### src/rtl/fetch_throttle_pkg.sv
// Shared types for the speculative fetch throttle.
package fetch_throttle_pkg;

    // Confidence tag carried by every predicted branch.
    typedef enum logic {
        CONF_HIGH = 1'b0,
        CONF_LOW  = 1'b1
    } conf_e;

    // True when a valid branch event carries a low-confidence tag.
    function automatic logic is_low_event(input logic valid, input conf_e tag);
        return valid && (tag == CONF_LOW);
    endfunction

endpackage

### src/rtl/lc_branch_counter.sv
// Saturating up/down counter of in-flight low-confidence branches.
// Assumes: at most one increment and one decrement request per cycle;
// clear has priority over both (flush squashes the decoding branch too).
module lc_branch_counter #(
    parameter int CNT_W = 3
) (
    input  logic             clk,
    input  logic             rst_n,
    input  logic             add_i,
    input  logic             sub_i,
    input  logic             clear_i,
    output logic [CNT_W-1:0] count_o
);
    localparam logic [CNT_W-1:0] CNT_MAX  = '1;
    localparam logic [CNT_W-1:0] CNT_ZERO = '0;

    logic [CNT_W-1:0] cnt_q;
    logic             up_ok;
    logic             down_ok;

    // Decide whether a one-sided step may be taken without leaving the range.
    always_comb begin
        up_ok   = add_i && !sub_i && (cnt_q != CNT_MAX);
        down_ok = sub_i && !add_i && (cnt_q != CNT_ZERO);
    end

    // Hold the count, clearing on flush and saturating at both rails.
    always_ff @(posedge clk) begin
        if (!rst_n) begin
            cnt_q <= CNT_ZERO;
        end else if (clear_i) begin
            cnt_q <= CNT_ZERO;
        end else if (up_ok) begin
            cnt_q <= cnt_q + 1'b1;
        end else if (down_ok) begin
            cnt_q <= cnt_q - 1'b1;
        end
    end

    assign count_o = cnt_q;

    assert_reset_zero_R1: assert property (@(posedge clk)
        !rst_n |=> (cnt_q == CNT_ZERO));

    assert_flush_clears_R7: assert property (@(posedge clk) disable iff (!rst_n)
        clear_i |=> (cnt_q == CNT_ZERO));

    assert_balanced_hold_R4: assert property (@(posedge clk) disable iff (!rst_n)
        (add_i && sub_i && !clear_i) |=> $stable(cnt_q));

    assert_no_overflow_R8: assert property (@(posedge clk) disable iff (!rst_n)
        (cnt_q == CNT_MAX && add_i && !clear_i) |=> (cnt_q == CNT_MAX));

    assert_no_underflow_R9: assert property (@(posedge clk) disable iff (!rst_n)
        (cnt_q == CNT_ZERO && sub_i) |=> (cnt_q == CNT_ZERO));

    assert_single_step_R2: assert property (@(posedge clk) disable iff (!rst_n)
        (!add_i && !sub_i && !clear_i) |=> $stable(cnt_q));

endmodule

### src/rtl/gate_decision.sv
// Registered threshold compare that produces the fetch stall.
// Assumes: threshold and count share a width, so an all-ones threshold
// can never be exceeded. A flush releases the stall combinationally.
module gate_decision #(
    parameter int CNT_W = 3
) (
    input  logic             clk,
    input  logic             rst_n,
    input  logic [CNT_W-1:0] count_i,
    input  logic [CNT_W-1:0] thr_i,
    input  logic             flush_i,
    output logic             stall_o
);
    localparam logic [CNT_W-1:0] THR_MAX = '1;

    logic stall_q;

    // Register the strict compare; a flush empties the pipe, so no stall follows.
    always_ff @(posedge clk) begin
        if (!rst_n) begin
            stall_q <= 1'b0;
        end else if (flush_i) begin
            stall_q <= 1'b0;
        end else begin
            stall_q <= (count_i > thr_i);
        end
    end

    // Release fetch in the very cycle a flush arrives.
    always_comb begin
        stall_o = stall_q && !flush_i;
    end

    assert_gt_stalls_R5: assert property (@(posedge clk) disable iff (!rst_n)
        (count_i > thr_i && !flush_i) |=> stall_q);

    assert_equal_open_R6: assert property (@(posedge clk) disable iff (!rst_n)
        (count_i == thr_i && !flush_i) |=> !stall_q);

    assert_flush_next_open_R7: assert property (@(posedge clk) disable iff (!rst_n)
        flush_i |=> !stall_o);

    assert_max_thr_open_R10: assert property (@(posedge clk) disable iff (!rst_n)
        (thr_i == THR_MAX) |=> !stall_q);

endmodule

### src/rtl/fetch_throttle_ctl.sv
// Top of the speculative fetch throttle: counts unresolved low-confidence
// branches and holds fetch while that count exceeds a per-cycle threshold.
// Assumes: one decode and one resolve event per cycle at most; flush squashes
// every branch younger than the mispredicted one, including one in decode.
module fetch_throttle_ctl
    import fetch_throttle_pkg::*;
#(
    parameter int THR_W = 3
) (
    input  logic             clk,
    input  logic             rst_n,
    input  logic             dec_br_valid_i,
    input  logic             dec_br_lowconf_i,
    input  logic             res_br_valid_i,
    input  logic             res_br_lowconf_i,
    input  logic             flush_i,
    input  logic [THR_W-1:0] thr_i,
    output logic             fetch_stall_o
);
    logic             add_req;
    logic             sub_req;
    logic [THR_W-1:0] lc_count;

    // Turn branch events into counter step requests.
    always_comb begin
        add_req = is_low_event(dec_br_valid_i, conf_e'(dec_br_lowconf_i));
        sub_req = is_low_event(res_br_valid_i, conf_e'(res_br_lowconf_i));
    end

    lc_branch_counter #(.CNT_W(THR_W)) u_counter (
        .clk     (clk),
        .rst_n   (rst_n),
        .add_i   (add_req),
        .sub_i   (sub_req),
        .clear_i (flush_i),
        .count_o (lc_count)
    );

    gate_decision #(.CNT_W(THR_W)) u_gate (
        .clk     (clk),
        .rst_n   (rst_n),
        .count_i (lc_count),
        .thr_i   (thr_i),
        .flush_i (flush_i),
        .stall_o (fetch_stall_o)
    );

    assert_reset_open_R1: assert property (@(posedge clk)
        !rst_n |=> !fetch_stall_o);

    assert_high_dec_ignored_R2: assert property (@(posedge clk) disable iff (!rst_n)
        (dec_br_valid_i && !dec_br_lowconf_i && !res_br_valid_i && !flush_i)
        |=> $stable(lc_count));

    assert_high_res_ignored_R3: assert property (@(posedge clk) disable iff (!rst_n)
        (res_br_valid_i && !res_br_lowconf_i && !dec_br_valid_i && !flush_i)
        |=> $stable(lc_count));

endmodule

### config.mk
export PLATFORM = sky130hd
export DESIGN_NAME = fetch_throttle_ctl
export DESIGN_NICKNAME = d
export VERILOG_FILES = /design/src/rtl/fetch_throttle_pkg.sv /design/src/rtl/lc_branch_counter.sv /design/src/rtl/gate_decision.sv /design/src/rtl/fetch_throttle_ctl.sv
export SDC_FILE = /design/constraint.sdc
export NUM_CORES = 1
export LEC_CHECK = 0
export BUFFER_PORTS_ARGS = -buffer_cell sky130_fd_sc_hd__buf_4
export CAP_MARGIN = 15
export CORE_AREA = 2 2 39 41
export DETAILED_ROUTE_END_ITERATION = 10
export DIE_AREA = 0 0 41 43
export PLACE_DENSITY_LB_ADDON = 0.05
export SLEW_MARGIN = 20
export SYNTH_ARGS = -nofsm -noshare
export SYNTH_HDL_FRONTEND = slang
export SYNTH_SLANG_ARGS = --single-unit
export TNS_END_PERCENT = 1
### constraint.sdc
create_clock -name clk -period 2.45 [get_ports clk]
set_input_delay 0.6125 -clock clk [delete_from_list [all_inputs] [get_ports clk]]
set_output_delay 0.6125 -clock clk [all_outputs]
set_load 0.01 [all_outputs]
==> flow_summary.toml, run 1 <==
[finish]
fillers = 156
layout_commonest_cell = "buf_4"
antenna_cells = 0
drive_above_1_share = 0.360
syn_to_final_growth_pct = 36.4
layout_common_cells = "10 x buf_4, 6 x nor3_1, 5 x inv_1"
nNetsFinal = 66

[yosys]
synth_top_area_share = 0.248
syn_nets = 51
netlist_area_um2 = 323
ys_types = 22
synth_seq_cells = 4
postSynthAreaPerCell_um2 = 8.72
ys_warn_count = 0
netlist_instances = 37
ys_seq_area_frac = 0.248
synth_edf_count = 0
yosysTopAreaCell = "dfxtp_1"
async_flop_share = 0
ys.flop_type = "dfxtp_1"
synth.top_cells.by_area = "dfxtp_1 25%, ha_1 12%, nor3_1 9.3%, nor3b_2 7.8%, fa_1 6.2%"

[worst_setup_path]
end_kind = "flop"
arrival_ps = 2080
startpoint_type = "input port"
critPathKind = "input port to flop"
worstPathRequired_ps = 2580
cp_max_fo = 6

[floorplanning]
die_area_mm2 = 0.00176
core_region_area_mm2 = 0.00138
io_pins = 11
initial_core_util = 0.233
rows = 14
die_width_um = 41
dieHeight_um = 43

[grt]
grt_pass1_vias = 301
grt_max_degree = 8
grt_usage = 0.104
antenna_found_initial = 0
grt_pass1_wl_mm = 1.17
grt.overflow.total = 0

[power_and_ir_drop]
p_per_area_mw_per_mm2 = 439
leakagePower_nw = 0.199
ir_drop_uv = 234
sw_frac_of_total = 0.253
clkPwrFrac = 0.444
switchingPower_mw = 0.0489
p_int_mw = 0.144
combPwrFrac = 0.192
p_seq_frac = 0.364

[route]
wirelength_um = 653
ant_nets = 0
routedWlPerCell_um = 9.89
firstDrtPassIters = 2
remaining_drc_errors = 0
vias = 307
post_drt_via_cell_ratio = 4.65
drtIter0Drc = 1

[place]
io_buffers = 10
hpwl_um = 531
gp_congestion = 0.690

[cts]
clkLatencyLatePin_ps = 240
h-tree-depth = 1
postCtsHoldBufs = 0
cts_repair_resize_count = 0
cts_sinks = 4
cts_tree = "done"
cts-root-buf = "clkbuf_4"
clock_path_buffers = 2
clk_pin_slew_ps = 40
cts_inserted_buffers = 3
cts_setup_buffers = 0

[status]
status = "finished clean"

[sta]
rsz0062_at_grt = "false"
setup_viol = 0
fin_setup_tns_ps = 0
slew_headroom = 0.764
fin_crit_ps = 1950
finalCritPeriodShare = 0.796
final_max_slew_viol_count = 0
final_hold_viol_count = 0
skew_ps = 7.71
clock.fmax_mhz = 513
worst_hold_slack_ps = 631
worstMarginPinSlew_ps = 352

[worst_hold_path]
min_path_type = "flop to flop"

[run]
cap_viol_max_count = 0
## per-layer routing
metal,wire [um],vias up,track usage,part of all wire
met5,0,-,0,0
met4,12,0,0.0600,0.018
met3,46,2,0.0628,0.070
met2,334,9,0.153,0.51
met1,260,131,0.109,0.40
li1,-,165,-,-
## power groups by stage
stage               sequential [mW]  combinational (mW)  clock [mW]
finish                       0.0703              0.0372      0.0858
CTS                          0.0704              0.0379      0.0913
floorplan                    0.0706              0.0223           0
global placement             0.0714              0.0365           0
global route                 0.0706              0.0424      0.0956
detailed placement           0.0715              0.0375           0
## cells by family after synthesis
| logic type | synth area share |
|---|---|
| AOI/OAI and AO/OA | 0.151 |
| buffers and inverters | 0.0581 |
| and+or+nand+nor | 0.364 |
| adders and majority gates | 0.178 |
| DFF | 0.248 |
## registers in the layout, indices dropped and copies added, names as in the netlist
register / count
u_gate.stall_q: 1
u_counter.count_o: 3
## synth_stat cells (2+ instances only)
library cell and n:
ha_1 3, inv_1 5, dfxtp_1 4, nor3b_2 2, nor3_1 6
## cell type report
class                      count  area, um^2  share of cell area
multi-input combinational     28         224               0.509
tap                           16        20.0              0.0455
inverter                       5        18.8              0.0426
clock buffer                   3        22.5              0.0511
sequential                     4        80.1               0.182
timing repair buffer          10        75.1               0.170
## critical path, cell delays in order
cell     delay [ps]
buf_4            80
and2_4          160
and3_4          200
inv_1            50
fa_1            370
nor4_1          370
o21ai_1          90
nor3b_2         150
## per-stage QoR
stage / setup slack, ps / utilization / instance area, um^2 / std cells / power (mW)
floorplan: 420 / - / 323 / 37 / 0.0929
CTS: 491 / 0.318 / 440 / 66 / 0.200
finish: 500 / 0.318 / 440 / 66 / 0.193
global placement: 239 / 0.302 / 418 / 63 / 0.108
detailed placement: 240 / 0.302 / 418 / 63 / 0.109
global route: 334 / 0.318 / 440 / 66 / 0.209
## path summary, 6_finish.rpt
kind              cells past startpoint            startpoint                   end  slack, ps
setup / recovery                      8        dec_br_valid_i  u_counter.count_o[2]        500
hold / removal                        2  u_counter.count_o[2]  u_counter.count_o[2]        630
setup reg to reg                      7  u_counter.count_o[0]  u_counter.count_o[2]        620
hold reg to reg                       2  u_counter.count_o[2]  u_counter.count_o[2]        630
(Power assumes the default switching activity.)
==> run 2: changes to the inputs <==
==> constraint.sdc (replaced) <==
create_clock -name clk -period 1.6 [get_ports clk]
set_input_delay 0.4 -clock clk [delete_from_list [all_inputs] [get_ports clk]]
set_output_delay 0.4 -clock clk [all_outputs]
set_load 0.01 [all_outputs]
==> run 2 against run 1 <==
Compared with the run above:
- clock power grew 61%
- register-to-register slack worse by 610 ps
- sequential power is 49% higher
- critical path depth is 1 lower
- count of clock-buffer cells in the layout unchanged
- total power is 64% higher
- worst hold slack worse by 150 ps
- flip-flop and latch count is the same
- non-clock buffer count increased by 6
- routed wire length increased by 24%
==> flow_summary.toml, run 2 (synthesis gave the netlist of run 1 again) <==
[status]
status = "finished clean"

[floorplanning]
die_width_um = 41
rows = 14
io_pins = 11
die_area_mm2 = 0.00176
dieHeight_um = 43
core_region_area_mm2 = 0.00138
initial_core_util = 0.233

[cts]
cts-root-buf = "clkbuf_4"
cts_setup_buffers = 0
cts_inserted_buffers = 3
clock_path_buffers = 2
postCtsHoldBufs = 0
clk_pin_slew_ps = 40
clkLatencyLatePin_ps = 240
h-tree-depth = 1
cts_sinks = 4
cts_tree = "done"

[sta]
setup_viol = 0
fin_crit_ps = 1590
final_max_slew_viol_count = 0
finalCritPeriodShare = 0.997
final_hold_viol_count = 0
skew_ps = 0.906
clock.fmax_mhz = 627
fin_setup_tns_ps = 0
worst_hold_slack_ps = 486
worstMarginPinSlew_ps = 457
rsz0062_at_grt = "true"
slew_headroom = 0.693

[route]
routedWlPerCell_um = 11.2
wl_met3_um = 30
ant_nets = 0
drtIter0Drc = 4
remaining_drc_errors = 0
post_drt_via_cell_ratio = 4.63
vias = 333
wl_met2_um = 411
met1Wirelength_um = 339
firstDrtPassIters = 3
top_layer = "met4"
wirelength_um = 808

[worst_setup_path]
critPathKind = "flop to flop"
crit_chain = "nand3_2 -> and3_4 -> inv_1 -> fa_2 -> nor4_4 -> o21ai_1 -> nor3b_2"
arrival_ps = 1720
cpPeakStageDelay_ps = 370
startpoint_type = "flop"
crit_path_top_delay_cell = "fa_2"
rr_startpoint = "u_counter.count_o[2]"
reg2reg_depth = 7
worstPathRequired_ps = 1730
end_kind = "flop"
r2r_end = "u_counter.count_o[2]"
rrSetupSlack_ps = 5
cp_max_fo = 2

[grt]
grt_pass1_wl_mm = 1.25
antenna_found_initial = 0
grt_max_degree = 7
grt_usage = 0.112
grt_pass1_vias = 299
grt.overflow.total = 0

[power_and_ir_drop]
power_mw = 0.318
ir_drop_uv = 243
leakagePower_nw = 0.230
p_per_area_mw_per_mm2 = 626

[finish]
nNetsFinal = 72
largest_reg_flops = 3
antenna_cells = 0
fillers = 147
syn_to_final_growth_pct = 57.4
layout_commonest_cell = "buf_4"
drive_above_1_share = 0.482
layout_common_cells = "16 x buf_4, 6 x nor3_1, 5 x inv_1"

[worst_hold_path]
whs_path_depth = 3
worstHoldStart = "thr_i[0]"
worst_hold_path.endpoint = "u_gate.stall_q"
min_path_type = "input port to flop"

[run]
cap_viol_max_count = 0

[place]
hpwl_um = 597
gp_congestion = 0.736
io_buffers = 10
run 2: stage by stage:
step,worst slack (ps),area (um^2),utilization,instances
finish,5.32,508,0.367,72
global placement,-179,472,0.341,69
CTS,0.635,494,0.357,72
global route,-51.2,508,0.367,72
detailed placement,-175,472,0.341,69
floorplan,-84.9,332,-,37
run 2: routing by layer:
layer	GRT usage	vias to the layer above
met5	0	-
met4	0.100	0
met3	0.0314	4
met2	0.144	9
met1	0.142	147
li1	-	173
run 2: power by group:
part | internal (mW) | total (mW) | leakage (nW) | switching [mW]
logic | 0.0427 | 0.0755 | 0.184 | 0.0329
registers | 0.103 | 0.105 | 0.0324 | 0.00167
clock network | 0.0847 | 0.138 | 0.0138 | 0.0529
run 2: worst max-delay path by stage:
stage               cells past startpoint            startpoint                    to
finish                                  7  u_counter.count_o[2]  u_counter.count_o[2]
floorplan                               7        dec_br_valid_i  u_counter.count_o[2]
global placement                        8        dec_br_valid_i  u_counter.count_o[2]
detailed placement                      8        dec_br_valid_i  u_counter.count_o[2]
CTS                                     7  u_counter.count_o[1]  u_counter.count_o[2]
global route                            5  u_counter.count_o[0]  u_counter.count_o[0]
run 2: final cells by class:
type	instances	area (um^2)	area share
Tap cell	16	20.0	0.0394
Timing Repair Buffer	16	120	0.236
Multi-Input combinational cell	28	246	0.485
Inverter	5	18.8	0.0369
Clock buffer	3	22.5	0.0443
Sequential cell	4	80.1	0.158
run 2: worst max-delay path: cells and delay by family (launching register included):
kind            cells  cell delay [ps]
simple gates        4              660
fa+ha+maj           1              370
flops               1              320
compound gates      1               80
buf+inv             1               50
run 2: what timing repair did:
item / CTS / global route
hold endpoints to repair: 0 / 0
gates resized for setup: 0 / 2
setup endpoints to repair: 0 / 2
